**src/rtl/cdt_pkg.sv**
```systemverilog
package cdt_pkg;
  localparam int unsigned WORD_W  = 32;
  localparam int unsigned CODE_W  = 4;
  localparam int unsigned SHIFT_W = 3;
  localparam int unsigned ADDR_W  = 2;

  typedef enum logic [ADDR_W-1:0] {
    SEL_START = 2'd0,
    SEL_LIVE  = 2'd1,
    SEL_DIV   = 2'd2,
    SEL_VEC   = 2'd3
  } reg_sel_e;

  typedef struct packed {
    logic               legal;
    logic [SHIFT_W-1:0] shift;
  } div_dec_t;

  // Bits {3,1,0} plus one (mod 8) give the shift; bit 2 marks an illegal code.
  function automatic div_dec_t decode_div(input logic [CODE_W-1:0] code);
    div_dec_t d;
    d.legal = ~code[2];
    d.shift = {code[3], code[1], code[0]} + 3'd1;
    return d;
  endfunction
endpackage

```
**src/rtl/cdt_regs.sv**
```systemverilog
module cdt_regs
  import cdt_pkg::*;
#(
  parameter int unsigned DATA_W   = WORD_W,
  parameter int unsigned DIV_W    = CODE_W,
  parameter int unsigned MODE_POS = 17
) (
  input  logic              clk,
  input  logic              rst_n,
  input  logic              wr_en,
  input  logic [ADDR_W-1:0] wr_addr,
  input  logic [DATA_W-1:0] wr_data,
  input  logic [ADDR_W-1:0] rd_addr,
  input  logic [DATA_W-1:0] live_cnt,
  output logic [DATA_W-1:0] rd_data,
  output logic [DATA_W-1:0] start_q,
  output logic [DIV_W-1:0]  div_q,
  output logic              periodic,
  output logic              start_wr,
  output logic              live_wr
);
  logic [DATA_W-1:0] vec_q;

  assign start_wr = wr_en && (wr_addr == SEL_START);
  assign live_wr  = wr_en && (wr_addr == SEL_LIVE);
  assign periodic = vec_q[MODE_POS];

  always_ff @(posedge clk or negedge rst_n) begin
    if (!rst_n) begin
      start_q <= '0;
      div_q   <= '0;
      vec_q   <= '0;
    end else if (wr_en) begin
      unique case (wr_addr)
        SEL_START: start_q <= wr_data;
        SEL_DIV:   div_q   <= wr_data[DIV_W-1:0];
        SEL_VEC:   vec_q   <= wr_data;
        default:   ;
      endcase
    end
  end

  always_comb begin
    unique case (rd_addr)
      SEL_START: rd_data = start_q;
      SEL_LIVE:  rd_data = live_cnt;
      SEL_DIV:   rd_data = {{(DATA_W-DIV_W){1'b0}}, div_q};
      default:   rd_data = vec_q;
    endcase
  end

  // the start value tracks its own writes only
  p_start_capture_r2: assert property (@(posedge clk) disable iff (!rst_n)
    start_wr |=> start_q == $past(wr_data));
  p_start_kept_r3: assert property (@(posedge clk) disable iff (!rst_n)
    !start_wr |=> $stable(start_q));
endmodule

```
**src/rtl/cdt_prescale.sv**
```systemverilog
module cdt_prescale
  import cdt_pkg::*;
#(
  parameter int unsigned SH_W  = SHIFT_W,
  localparam int unsigned PRE_W = (1 << SH_W) - 1
) (
  input  logic            clk,
  input  logic            rst_n,
  input  logic            tick,
  input  logic            clear,
  input  logic [SH_W-1:0] shift,
  output logic            step
);
  logic [PRE_W-1:0] pre_q;
  logic [PRE_W:0]   one_hot;
  logic [PRE_W-1:0] mask;

  always_comb begin
    one_hot = {{PRE_W{1'b0}}, 1'b1} << shift;
    mask    = one_hot[PRE_W-1:0] - {{(PRE_W-1){1'b0}}, 1'b1};
  end

  assign step = tick && ((pre_q & mask) == mask);

  always_ff @(posedge clk or negedge rst_n) begin
    if (!rst_n)     pre_q <= '0;
    else if (clear) pre_q <= '0;
    else if (tick)  pre_q <= pre_q + 1'b1;
  end

  // a start write leaves the prescaler empty
  p_pre_cleared_r2: assert property (@(posedge clk) disable iff (!rst_n)
    clear |=> pre_q == '0);
  // without a tick the prescaler holds
  p_pre_idle_r4: assert property (@(posedge clk) disable iff (!rst_n)
    !tick && !clear |=> $stable(pre_q));
endmodule

```
**src/rtl/cdt_counter.sv**
```systemverilog
module cdt_counter
  import cdt_pkg::*;
#(
  parameter int unsigned CNT_W = WORD_W
) (
  input  logic             clk,
  input  logic             rst_n,
  input  logic             step,
  input  logic             div_legal,
  input  logic             periodic,
  input  logic [CNT_W-1:0] start_val,
  input  logic             load_en,
  input  logic [CNT_W-1:0] load_val,
  output logic [CNT_W-1:0] cnt_q,
  output logic             expire_q
);
  localparam logic [CNT_W-1:0] ONE = {{(CNT_W-1){1'b0}}, 1'b1};

  logic running;
  assign running = (start_val != '0) && div_legal && (periodic || cnt_q != '0);

  always_ff @(posedge clk or negedge rst_n) begin
    if (!rst_n) begin
      cnt_q    <= '0;
      expire_q <= 1'b0;
    end else begin
      expire_q <= 1'b0;
      if (load_en) begin
        cnt_q <= load_val;
      end else if (step && running) begin
        if (cnt_q == ONE) begin
          expire_q <= 1'b1;
          cnt_q    <= periodic ? start_val : '0;
        end else if (cnt_q == '0) begin
          cnt_q <= start_val;
        end else begin
          cnt_q <= cnt_q - ONE;
        end
      end
    end
  end

  p_expire_from_one_r7: assert property (@(posedge clk) disable iff (!rst_n)
    expire_q |-> $past(cnt_q) == ONE);
  p_oneshot_rests_r7: assert property (@(posedge clk) disable iff (!rst_n)
    !periodic && cnt_q == '0 && !load_en |=> cnt_q == '0 && !expire_q);
  p_zero_start_quiet_r6: assert property (@(posedge clk) disable iff (!rst_n)
    start_val == '0 && !load_en |=> $stable(cnt_q) && !expire_q);
  p_bad_div_hold_r5: assert property (@(posedge clk) disable iff (!rst_n)
    !div_legal && !load_en |=> $stable(cnt_q) && !expire_q);
  p_write_wins_r9: assert property (@(posedge clk) disable iff (!rst_n)
    load_en |=> cnt_q == $past(load_val) && !expire_q);
  p_reload_r8: assert property (@(posedge clk) disable iff (!rst_n)
    expire_q && $past(periodic) |-> cnt_q == $past(start_val));
endmodule

```
**src/rtl/cdt_timer_top.sv**
```systemverilog
module cdt_timer_top
  import cdt_pkg::*;
#(
  parameter int unsigned DATA_W   = WORD_W,
  parameter int unsigned MODE_POS = 17
) (
  input  logic              clk,
  input  logic              rst_n,
  input  logic              core_tick,
  input  logic              reg_wr_en,
  input  logic [ADDR_W-1:0] reg_wr_addr,
  input  logic [DATA_W-1:0] reg_wr_data,
  input  logic [ADDR_W-1:0] reg_rd_addr,
  output logic [DATA_W-1:0] reg_rd_data,
  output logic              timer_event
);
  logic [DATA_W-1:0] start_q;
  logic [DATA_W-1:0] live_q;
  logic [CODE_W-1:0] div_q;
  logic              periodic;
  logic              start_wr;
  logic              live_wr;
  logic              step;
  div_dec_t          dec;

  assign dec = decode_div(div_q);

  cdt_regs #(.DATA_W(DATA_W), .DIV_W(CODE_W), .MODE_POS(MODE_POS)) u_regs (
    .clk      (clk),
    .rst_n    (rst_n),
    .wr_en    (reg_wr_en),
    .wr_addr  (reg_wr_addr),
    .wr_data  (reg_wr_data),
    .rd_addr  (reg_rd_addr),
    .live_cnt (live_q),
    .rd_data  (reg_rd_data),
    .start_q  (start_q),
    .div_q    (div_q),
    .periodic (periodic),
    .start_wr (start_wr),
    .live_wr  (live_wr)
  );

  cdt_prescale #(.SH_W(SHIFT_W)) u_pre (
    .clk   (clk),
    .rst_n (rst_n),
    .tick  (core_tick),
    .clear (start_wr),
    .shift (dec.shift),
    .step  (step)
  );

  cdt_counter #(.CNT_W(DATA_W)) u_cnt (
    .clk       (clk),
    .rst_n     (rst_n),
    .step      (step),
    .div_legal (dec.legal),
    .periodic  (periodic),
    .start_val (start_q),
    .load_en   (start_wr || live_wr),
    .load_val  (reg_wr_data),
    .cnt_q     (live_q),
    .expire_q  (timer_event)
  );
endmodule

```
**config.mk**
```make
export PLATFORM = sky130hd
export DESIGN_NAME = cdt_timer_top
export DESIGN_NICKNAME = d
export VERILOG_FILES = /design/src/rtl/cdt_pkg.sv /design/src/rtl/cdt_regs.sv /design/src/rtl/cdt_prescale.sv /design/src/rtl/cdt_counter.sv /design/src/rtl/cdt_timer_top.sv
export SDC_FILE = /design/constraint.sdc
export NUM_CORES = 1
export LEC_CHECK = 0
export CORE_MARGIN = 4
export CORE_UTILIZATION = 57
export CTS_BUF_LIST = sky130_fd_sc_hd__clkbuf_16
export DETAILED_ROUTE_END_ITERATION = 16
export GPL_TIMING_DRIVEN = 0
export PLACE_DENSITY_LB_ADDON = 0.05
export SYNTH_ARGS = -nofsm -noshare
export SYNTH_HDL_FRONTEND = slang
export SYNTH_SLANG_ARGS = --single-unit
```
**constraint.sdc**
```tcl
create_clock -name clk -period 3.1 [get_ports clk]
set_input_delay 0.62 -clock clk [delete_from_list [all_inputs] [get_ports clk]]
set_output_delay 0.62 -clock clk [all_outputs]
set_load 0.005 [all_outputs]
```
# Word-level counts from Yosys, hierarchy flattened
# Index checks and enable logic that the tools add are counted.
[classes]
add_sub_neg = 4
eq_ne = 7
shift = 1
muxes = 11
bitwise = 2
reduce_logical = 18
[ops]
columns = ["cell", "count"]
rows = [
  ["$mux 32", 5],
  ["$pmux 32 s3", 1],
  ["$reduce_bool 32->1", 2],
  ["$eq 32x1->1 const B", 1],
  ["$logic_not 32->1", 1],
  ["$sub 32x1->32 const B", 1],
  ["$mux 7", 2],
  ["$add 7x1->7 const B", 1],
  ["$and 7x7->7", 1],
  ["$eq 7x7->1", 1],
  ["$shl 1x3->7 const A", 1],
  ["$sub 7x1->7 const B", 1],
  ["$eq 2x2->1 const B", 3],
  ["$logic_and 1x1->1", 6],
  ["$reduce_and 2->1", 3],
  ["$eq 2x1->1 const B", 2],
  ["$logic_not 2->1", 2],
  ["$reduce_bool 2->1", 2],
  ["$add 3x1->3 const B", 1],
  ["$mux 1", 3],
  ["$logic_or 1x1->1", 2],
  ["$not 1->1", 1],
]
[word_totals]
ff_bits = 108
input_bits = 40
output_inout_bits = 33
elab_cells = 49

# Logic depth before layout (Yosys ltp)
# Gate-level depths: netlist of the first run.
[depth]
word_depth = 9
mapped_depth = 12
depth_no_buf = 10

# Hierarchy
# Synthesis of the first run repeated with hierarchy kept, for this count alone.
[hier_totals]
cells_unflattened = 606
hier_area_um2 = 6459.9
[modules_own_cells]
columns = ["module", "n_inst", "cells_each", "area_per_inst_um2", "seq_area_each_um2"]
rows = [
  ["cdt_regs", 1, 218, 3243.1, 1701.6],
  ["cdt_counter", 1, 343, 2808.9, 825.8],
  ["cdt_prescale", 1, 40, 372.9, 175.2],
  ["cdt_timer_top", 1, 5, 35.0, 0.0],
]

# Worst setup path after synthesis of the first run
# Ideal clock, no wire load.
[synth_path]
path_kind = "reg-to-reg"
startpoint = "register u_regs.div_q[1]"
endpoint = "register u_cnt.cnt_q[22]"
setup_ns = 0.126
arrival_time_ns = 2.413
required_ns = 2.974
setup_slack_ns = 0.561
stages_incl_launch_ff = 12
n_path_buf = 1
synth_period_minus_slack_ns = 2.539
cell_sequence = "dfrtp_1 -> clkbuf_1 -> nor2_1 -> nand2_1 -> ha_1 -> nor2b_1 -> a221oi_1 -> a211oi_1 -> a211oi_2 -> nand3_1 -> o31a_1 -> a221o_1"
[synth_via]
elab_chain_cells = 8
[synth_rtl]
columns = ["item", "line_no", "rtl"]
rows = [
  ["start: declaration", "cdt_regs.sv:17", "output logic [DIV_W-1:0] div_q,"],
  ["start signal: assignment", "cdt_regs.sv:36", "SEL_DIV: div_q <= wr_data[DIV_W-1:0];"],
  ["$add 3x1->3 (*)", "cdt_pkg.sv:23", "d.shift = {code[3], code[1], code[0]} + 3'd1;"],
  ["$shl 1x3->7 (*)", "cdt_prescale.sv:19", "one_hot = {{PRE_W{1'b0}}, 1'b1} << shift;"],
  ["$sub 7x1->7 (*)", "cdt_prescale.sv:20", "mask = one_hot[PRE_W-1:0] - {{(PRE_W-1){1'b0}}, 1'b1};"],
  ["$and 7x7->7", "cdt_prescale.sv:23", "assign step = tick && ((pre_q & mask) == mask);"],
  ["$eq 7x7->1 (*)", "cdt_prescale.sv:23", ""],
  ["$logic_and 1x1->1 (*)", "cdt_prescale.sv:23", ""],
  ["$logic_and 1x1->1 (*)", "cdt_counter.sv:30", "end else if (step && running) begin"],
  ["$reduce_bool 2->1 (no line) (*)", "--", ""],
  ["end signal: assignment", "cdt_counter.sv:29", "cnt_q <= load_val;"],
  ["end signal: assignment", "cdt_counter.sv:33", "cnt_q <= periodic ? start_val : '0;"],
  ["end signal: assignment", "cdt_counter.sv:35", "cnt_q <= start_val;"],
  ["end: declaration", "cdt_counter.sv:14", "output logic [CNT_W-1:0] cnt_q,"],
]
# Mark *: on every way between the ends. The rest lies on a longest branch, timed or not.
# A chain may end at the register's enable or synchronous reset.

# Final worst setup path of the first run
[layout_path]
startpoint = "input port reg_rd_addr[0]"
endpoint = "output port reg_rd_data[11]"
[layout_via]
elab_chain_cells = 2
word_cells_on_any_way = 4
classes_between = "2 x eq/ne; 1 x mux; 1 x reduce/logical"
[layout_rtl]
columns = ["item", "line_no", "rtl"]
rows = [
  ["start: declaration", "cdt_timer_top.sv:13", "input logic [ADDR_W-1:0] reg_rd_addr,"],
  ["$eq 2x2->1, or another cell as far along", "cdt_regs.sv:44", "unique case (rd_addr)"],
  ["$pmux 32 s3 (*)", "cdt_regs.sv:44", ""],
  ["end: declaration", "cdt_timer_top.sv:14", "output logic [DATA_W-1:0] reg_rd_data,"],
]
# Marked as above.

==> flow_summary.toml, run 1 <==
[drt]
drt-total-wl_mm = 19.7
vias = 5500
ant_nets = 0
via_per_inst = 6.67
first_pass_iters = 5
drc = 0
wire_per_inst_um = 23.9
drt_first_iter_violations = 669

[sta]
finalMaxSlewViolations = 0
max-slew-margin-rel_pct = 46.2
rsz0062_at_grt = "no"
setup_violations = 0
final-hold-violation-count = 0
fmax_ghz = 0.329
clock_skew_ns = 0.00489
period_minus_slack_ns = 3.04
worst_slew_pin_slew_ns = 0.806
finalSetupTns_ns = 0
layout_setup_ws_ns = 0.0649
fin_crit_sh_pct = 97.9

[floorplanning]
start_util_pct = 59.0
die_x_um = 112
io_pins = 73
dieHeight_um = 112
core_region_area_mm2 = 0.0104
rows = 37
die_area_mm2 = 0.0125

[grt]
overflow = 0
antenna_found_initial = 1
first_global_vias = 5619
grtUsageTotal_pct = 32.1
grt_start_max_net_pins = 63
grt_pass1_wl_mm = 31.1

[run_status]
status = "complete, no violations"

[yosys]
synth_flop_cell = "dfrtp_1"
netlist_instances = 592
synth_edf_count = 0
synth_top_cell_area_share_pct = 44.0
ys_warn_count = 0
synth_top_area_cell = "dfrtp_1"
async_flop_share_pct = 100
synth_area_leaders = "dfrtp_1, mux2_2, mux2i_1, o21ai_0, nand2_1"
ys_seq_area_share_pct = 44.0
ys_ff_latch = 108
netlist_area_mm2 = 0.00615
synth_cell_types = 57
syn_nets = 637
syn_avg_cell_area_um2 = 10.4

[setup_path]
crit_type = "in -> out"
reg2reg_depth = 7
cp-start-kind = "input pin"
path_max_fanout = 10
cp.arrival_ns = 2.42
crit_path_end_kind = "output port"
required_ns = 2.48

[clocking]
clkSlewWorstSetupHoldPaths_ns = 0.07
cts_max_level = 3
clk_latency_ns = 0.36
clock_path_buffers = 2
root_buffer = "clkbuf_16"
cts_sinks = 108
cts_inserted_buffers = 9
cts_tree = "built"

[placement]
post-place-ws_ns = -0.955
numPortBuffers = 71
hpwl_mm = 13.6
place_congestion = 0.929

[final_layout]
area_delta_synth_final_pct = 22.0
nNetsFinal = 729
drive_gt1_share_pct = 21.0
antenna_cells = 0
nFillCells = 772

[run]
max_cap_viol_count = 0

[power]
power_w = 0.00463
powerDensity_mw_per_mm2 = 618
ir_worst_vdd_mv = 0.537
p_leak_nw = 3.06

[hold_path]
hold_class = "in -> async"
[flip-flops by register name, summed over array words and instances, names as in the netlist]
signal,count
u_regs.start_q,32
u_cnt.cnt_q,32
u_pre.pre_q,7
u_regs.div_q,4
u_regs.vec_q,32
u_cnt.expire_q,1
[layer usage]
| layer | vias up | share of wire (%) | track usage [%] |
|---|---|---|---|
| met5 | - | 0.066 | 0 |
| met4 | 2 | 3.4 | 14.1 |
| met3 | 57 | 8.2 | 7.61 |
| met2 | 305 | 47 | 49.8 |
| met1 | 2747 | 41 | 43.0 |
| li1 | 2389 | - | - |
[area by class of cell]
cell class / instances / area (um^2) / share of cell area, %
Sequential cell: 108 / 2700 / 36.0
Timing Repair Buffer: 82 / 810 / 10.8
Inverter: 10 / 37.5 / 0.501
Clock inverter: 7 / 115 / 1.53
Clock buffer: 9 / 225 / 3.00
Tap cell: 136 / 170 / 2.27
Multi-Input combinational cell: 436 / 3260 / 43.5
Buffer: 37 / 180 / 2.40
[worst paths after layout]
| kind | startpoint | endpoint | slack [ns] |
|---|---|---|---|
| worst min-delay path | rst_n | u_regs.vec_q[7] | 0.28 |
| worst min register to register | u_regs.vec_q[0] | u_regs.vec_q[0] | 0.51 |
| min in group clk | u_regs.vec_q[0] | u_regs.vec_q[0] | 0.51 |
| worst max-delay path | reg_rd_addr[0] | reg_rd_data[11] | 0.06 |
| max in group asynchronous | rst_n | u_cnt.cnt_q[17] | 2.06 |
| worst max register to register | u_cnt.cnt_q[8] | u_cnt.cnt_q[29] | 0.12 |
[cells by family after synthesis]
family / after synthesis / share of synthesized area [%]
compound gates: 139 / 15.3
xor+xnor: 20 / 2.85
fa+ha+maj: 5 / 1.02
buf+inv: 48 / 3.28
flops: 108 / 44.0
mux: 102 / 18.8
simple gates: 170 / 14.8
[timing repair]
action / CTS / global route
hold buffers: 0 / 0
resized for setup: 15 / 8
setup endpoints to repair: 44 / 36
pin swaps: 1 / 2
setup buffers: 6 / 4
[power breakdown]
part	internal [W]	switching (W)
Clock	0.000787	0.000551
Sequential	0.00169	0.000373
Combinational	0.000649	0.000583
[synth_stat cells (all sizes together) (2+ instances only)]
library cell,n
a21oi,16
nand3b,2
a221oi,6
xor2,15
dfrtp,108
nor2b,3
o221ai,2
nand4,6
mux4,4
a31oi,3
buf,20
o211ai,7
nor4,22
xnor2,5
o21ai,55
inv,10
clkbuf,18
nor3,25
and2,2
nand3,8
or3,8
a22oi,25
o31ai,3
a211oi,5
o31a,4
nor2,31
mux2,68
a221o,10
nand2,51
ha,5
nand2b,4
mux2i,30
or4,3
or2,2
[worst max-delay path: stages]
cell and delay, ns:
clkbuf_1 0.28, clkdlybuf4s15_2 0.54, mux2i_1 0.12, o21ai_0 0.28, clkdlybuf4s50_1 0.56
[cell usage in the layout, fill, tap and decap left out, types with 4 or more instances in the layout]
master,count
nand4_1,5
nor4_1,17
o211ai_1,6
dfrtp_1,108
o21ai_0,47
buf_2,13
a221o_1,10
nor3_1,24
xor2_1,15
buf_1,5
a21oi_1,16
clkdlybuf4s50_1,69
mux2i_1,30
clkbuf_2,5
buf_4,11
nand3_1,8
nand2_1,51
nor2_1,29
or3_1,5
mux2_2,68
a22oi_1,25
inv_1,10
ha_1,5
clkbuf_1,11
a211oi_1,4
xnor2_1,5
clkbuf_16,9
a221oi_1,6
mux4_2,4
o21ai_1,5
[per-stage QoR]
stage	area, um^2	hold slack [ns]	utilization [%]	std cells
6_report	7500	0.277	72.0	825
4_1_cts	7470	0.304	71.7	821
3_5_place_dp	7050	0.488	67.7	800
3_3_place_gp	7030	0.482	67.5	799
2_1_floorplan	6150	0.324	-	592
5_1_grt	7500	0.334	72.0	825
No activity file was read; power rests on OpenSTA's default activity.
==> run 2: changes to the inputs <==
ABC_CLOCK_PERIOD_IN_PS = 3100   (was unset)
CAP_MARGIN = 10   (was unset)
==> run 2 against run 1 <==
Compared with the run above: first-iteration DRC count unchanged; die area unchanged; critical path depth unchanged; critical path type unchanged; critical endpoint unchanged.
==> flow_summary.toml, run 2 (synthesis results as in run 1) <==
[final_layout]
layout_common_cells = "dfrtp_1, clkdlybuf4s50_1, mux2_2"
area_delta_synth_final_pct = 22.0
nNetsFinal = 729
final_area_mm2 = 0.00750
multi_input_area_mm2 = 0.00326
register_area_mm2 = 0.00270
nFillCells = 772
final_common_cell = "dfrtp_1"
drive_gt1_share_pct = 21.0
antenna_cells = 0
postLayoutCoreUtil_pct = 72.0
reg_top3 = "u_cnt.cnt_q: 32 flops, u_regs.start_q: 32 flops, u_regs.vec_q: 32 flops"

[floorplanning]
io_pins = 73
die_x_um = 112
start_util_pct = 59.0
rows = 37
core_region_area_mm2 = 0.0104
dieHeight_um = 112
die_area_mm2 = 0.0125

[grt]
grt_pass1_wl_mm = 31.1
grtUsageTotal_pct = 32.1
first_global_vias = 5619
overflow = 0
grt_start_max_net_pins = 63
antenna_found_initial = 1

[clocking]
cts_tree = "built"
clkSlewWorstSetupHoldPaths_ns = 0.07
cts_max_level = 3
clk_latency_ns = 0.36
cts_sinks = 108
clock_path_buffers = 2
cts_inserted_buffers = 9
root_buffer = "clkbuf_16"

[power]
p_leak_nw = 3.06
powerDensity_mw_per_mm2 = 618
power_w = 0.00463
ir_worst_vdd_mv = 0.537

[sta]
period_minus_slack_ns = 3.04
rsz0062_at_grt = "no"
worst_slew_pin_slew_ns = 0.806
finalMaxSlewViolations = 0
finalSetupTns_ns = 0
fin_crit_sh_pct = 97.9
fmax_ghz = 0.329
final-hold-violation-count = 0
max-slew-margin-rel_pct = 46.2
clock_skew_ns = 0.00489
setup_violations = 0

[setup_path]
cp_slowest_stage_delay_ns = 0.56
cpLargestDelayFamily = "buffers and inverters"
timing.rr.start = "u_cnt.cnt_q[8]"
required_ns = 2.48
reg2reg_slack_ns = 0.12
critPathBufInv = 3
path_cells = "clkbuf_1 > clkdlybuf4s15_2 > mux2i_1 > o21ai_0 > clkdlybuf4s50_1"
cp.arrival_ns = 2.42
crit_path_end_kind = "output port"
r2r-end = "u_cnt.cnt_q[29]"
crit_cells = 5
cp-start-kind = "input pin"
cp_slowest_cell = "clkdlybuf4s50_1"
path_max_fanout = 10
crit_type = "in -> out"
reg2reg_depth = 7

[drt]
first_pass_iters = 5
drc = 0
wire_per_inst_um = 23.9
via_per_inst = 6.67
drt_first_iter_violations = 669
ant_nets = 0
vias = 5500
drt-total-wl_mm = 19.7

[hold_path]
hold_class = "in -> async"

[placement]
numPortBuffers = 71
place_congestion = 0.929
dpl-instance-area_mm2 = 0.00705
hpwl_mm = 13.6

[run_status]
status = "complete, no violations"

[run]
max_cap_viol_count = 0
==> run 2: cell counts in the layout (fill, tap and decap cells not counted) <==
No cell type changed its count.
==> run 2: per-stage QoR <==
step	hold slack, ns	setup slack [ns]	std cells
floorplan	0.324	0.561	592
global placement	0.482	-2.70	799
detailed placement	0.488	-0.955	800
CTS	0.304	0.0333	821
global route	0.334	0.0148	825
finish	0.277	0.0649	825
==> run 2: layout make-up <==
cell class / count / area share [%]
clock inverters: 7 / 1.53
plain buffers: 37 / 2.40
clock buffers: 9 / 3.00
inverters: 10 / 0.501
repair buffers: 82 / 10.8
well taps: 136 / 2.27
flip-flops and latches: 108 / 36.0
multi-input cells: 436 / 43.5
==> run 2: per-layer routing <==
metal / vias up / global-route usage (%) / wire, um
li1: 2389 / - / -
met1: 2747 / 43.0 / 8120
met2: 305 / 49.8 / 9300
met3: 57 / 7.61 / 1630
met4: 2 / 14.1 / 679
met5: - / 0 / 13
==> run 2: worst max-delay path by stage <==
stage	startpoint	end	slack [ns]
finish	reg_rd_addr[0]	reg_rd_data[11]	0.06
floorplan	u_regs.div_q[1]	u_cnt.cnt_q[22]	0.56
detailed placement	reg_rd_addr[1]	reg_rd_data[11]	-0.96
global placement	rst_n	u_regs.vec_q[25]	-2.70
global route	reg_rd_addr[0]	reg_rd_data[18]	0.01
CTS	u_regs.div_q[3]	u_cnt.cnt_q[26]	0.03
==> run 2: where the power goes <==
part,switching (W),internal (W),leakage [nW]
registers,0.000373,0.00169,1.30
clock network,0.000551,0.000787,0.163
logic,0.000583,0.000649,1.60
total,0.00151,0.00313,3.06
==> run 2: repair_timing <==
action | 4_1_cts | 5_1_grt
setup buffers | 6 | 4
cloned | 0 | 0
hold buffers | 0 | 0
setup endpoints to repair | 44 | 36
gates resized for setup | 15 | 8
pin swaps | 1 | 2
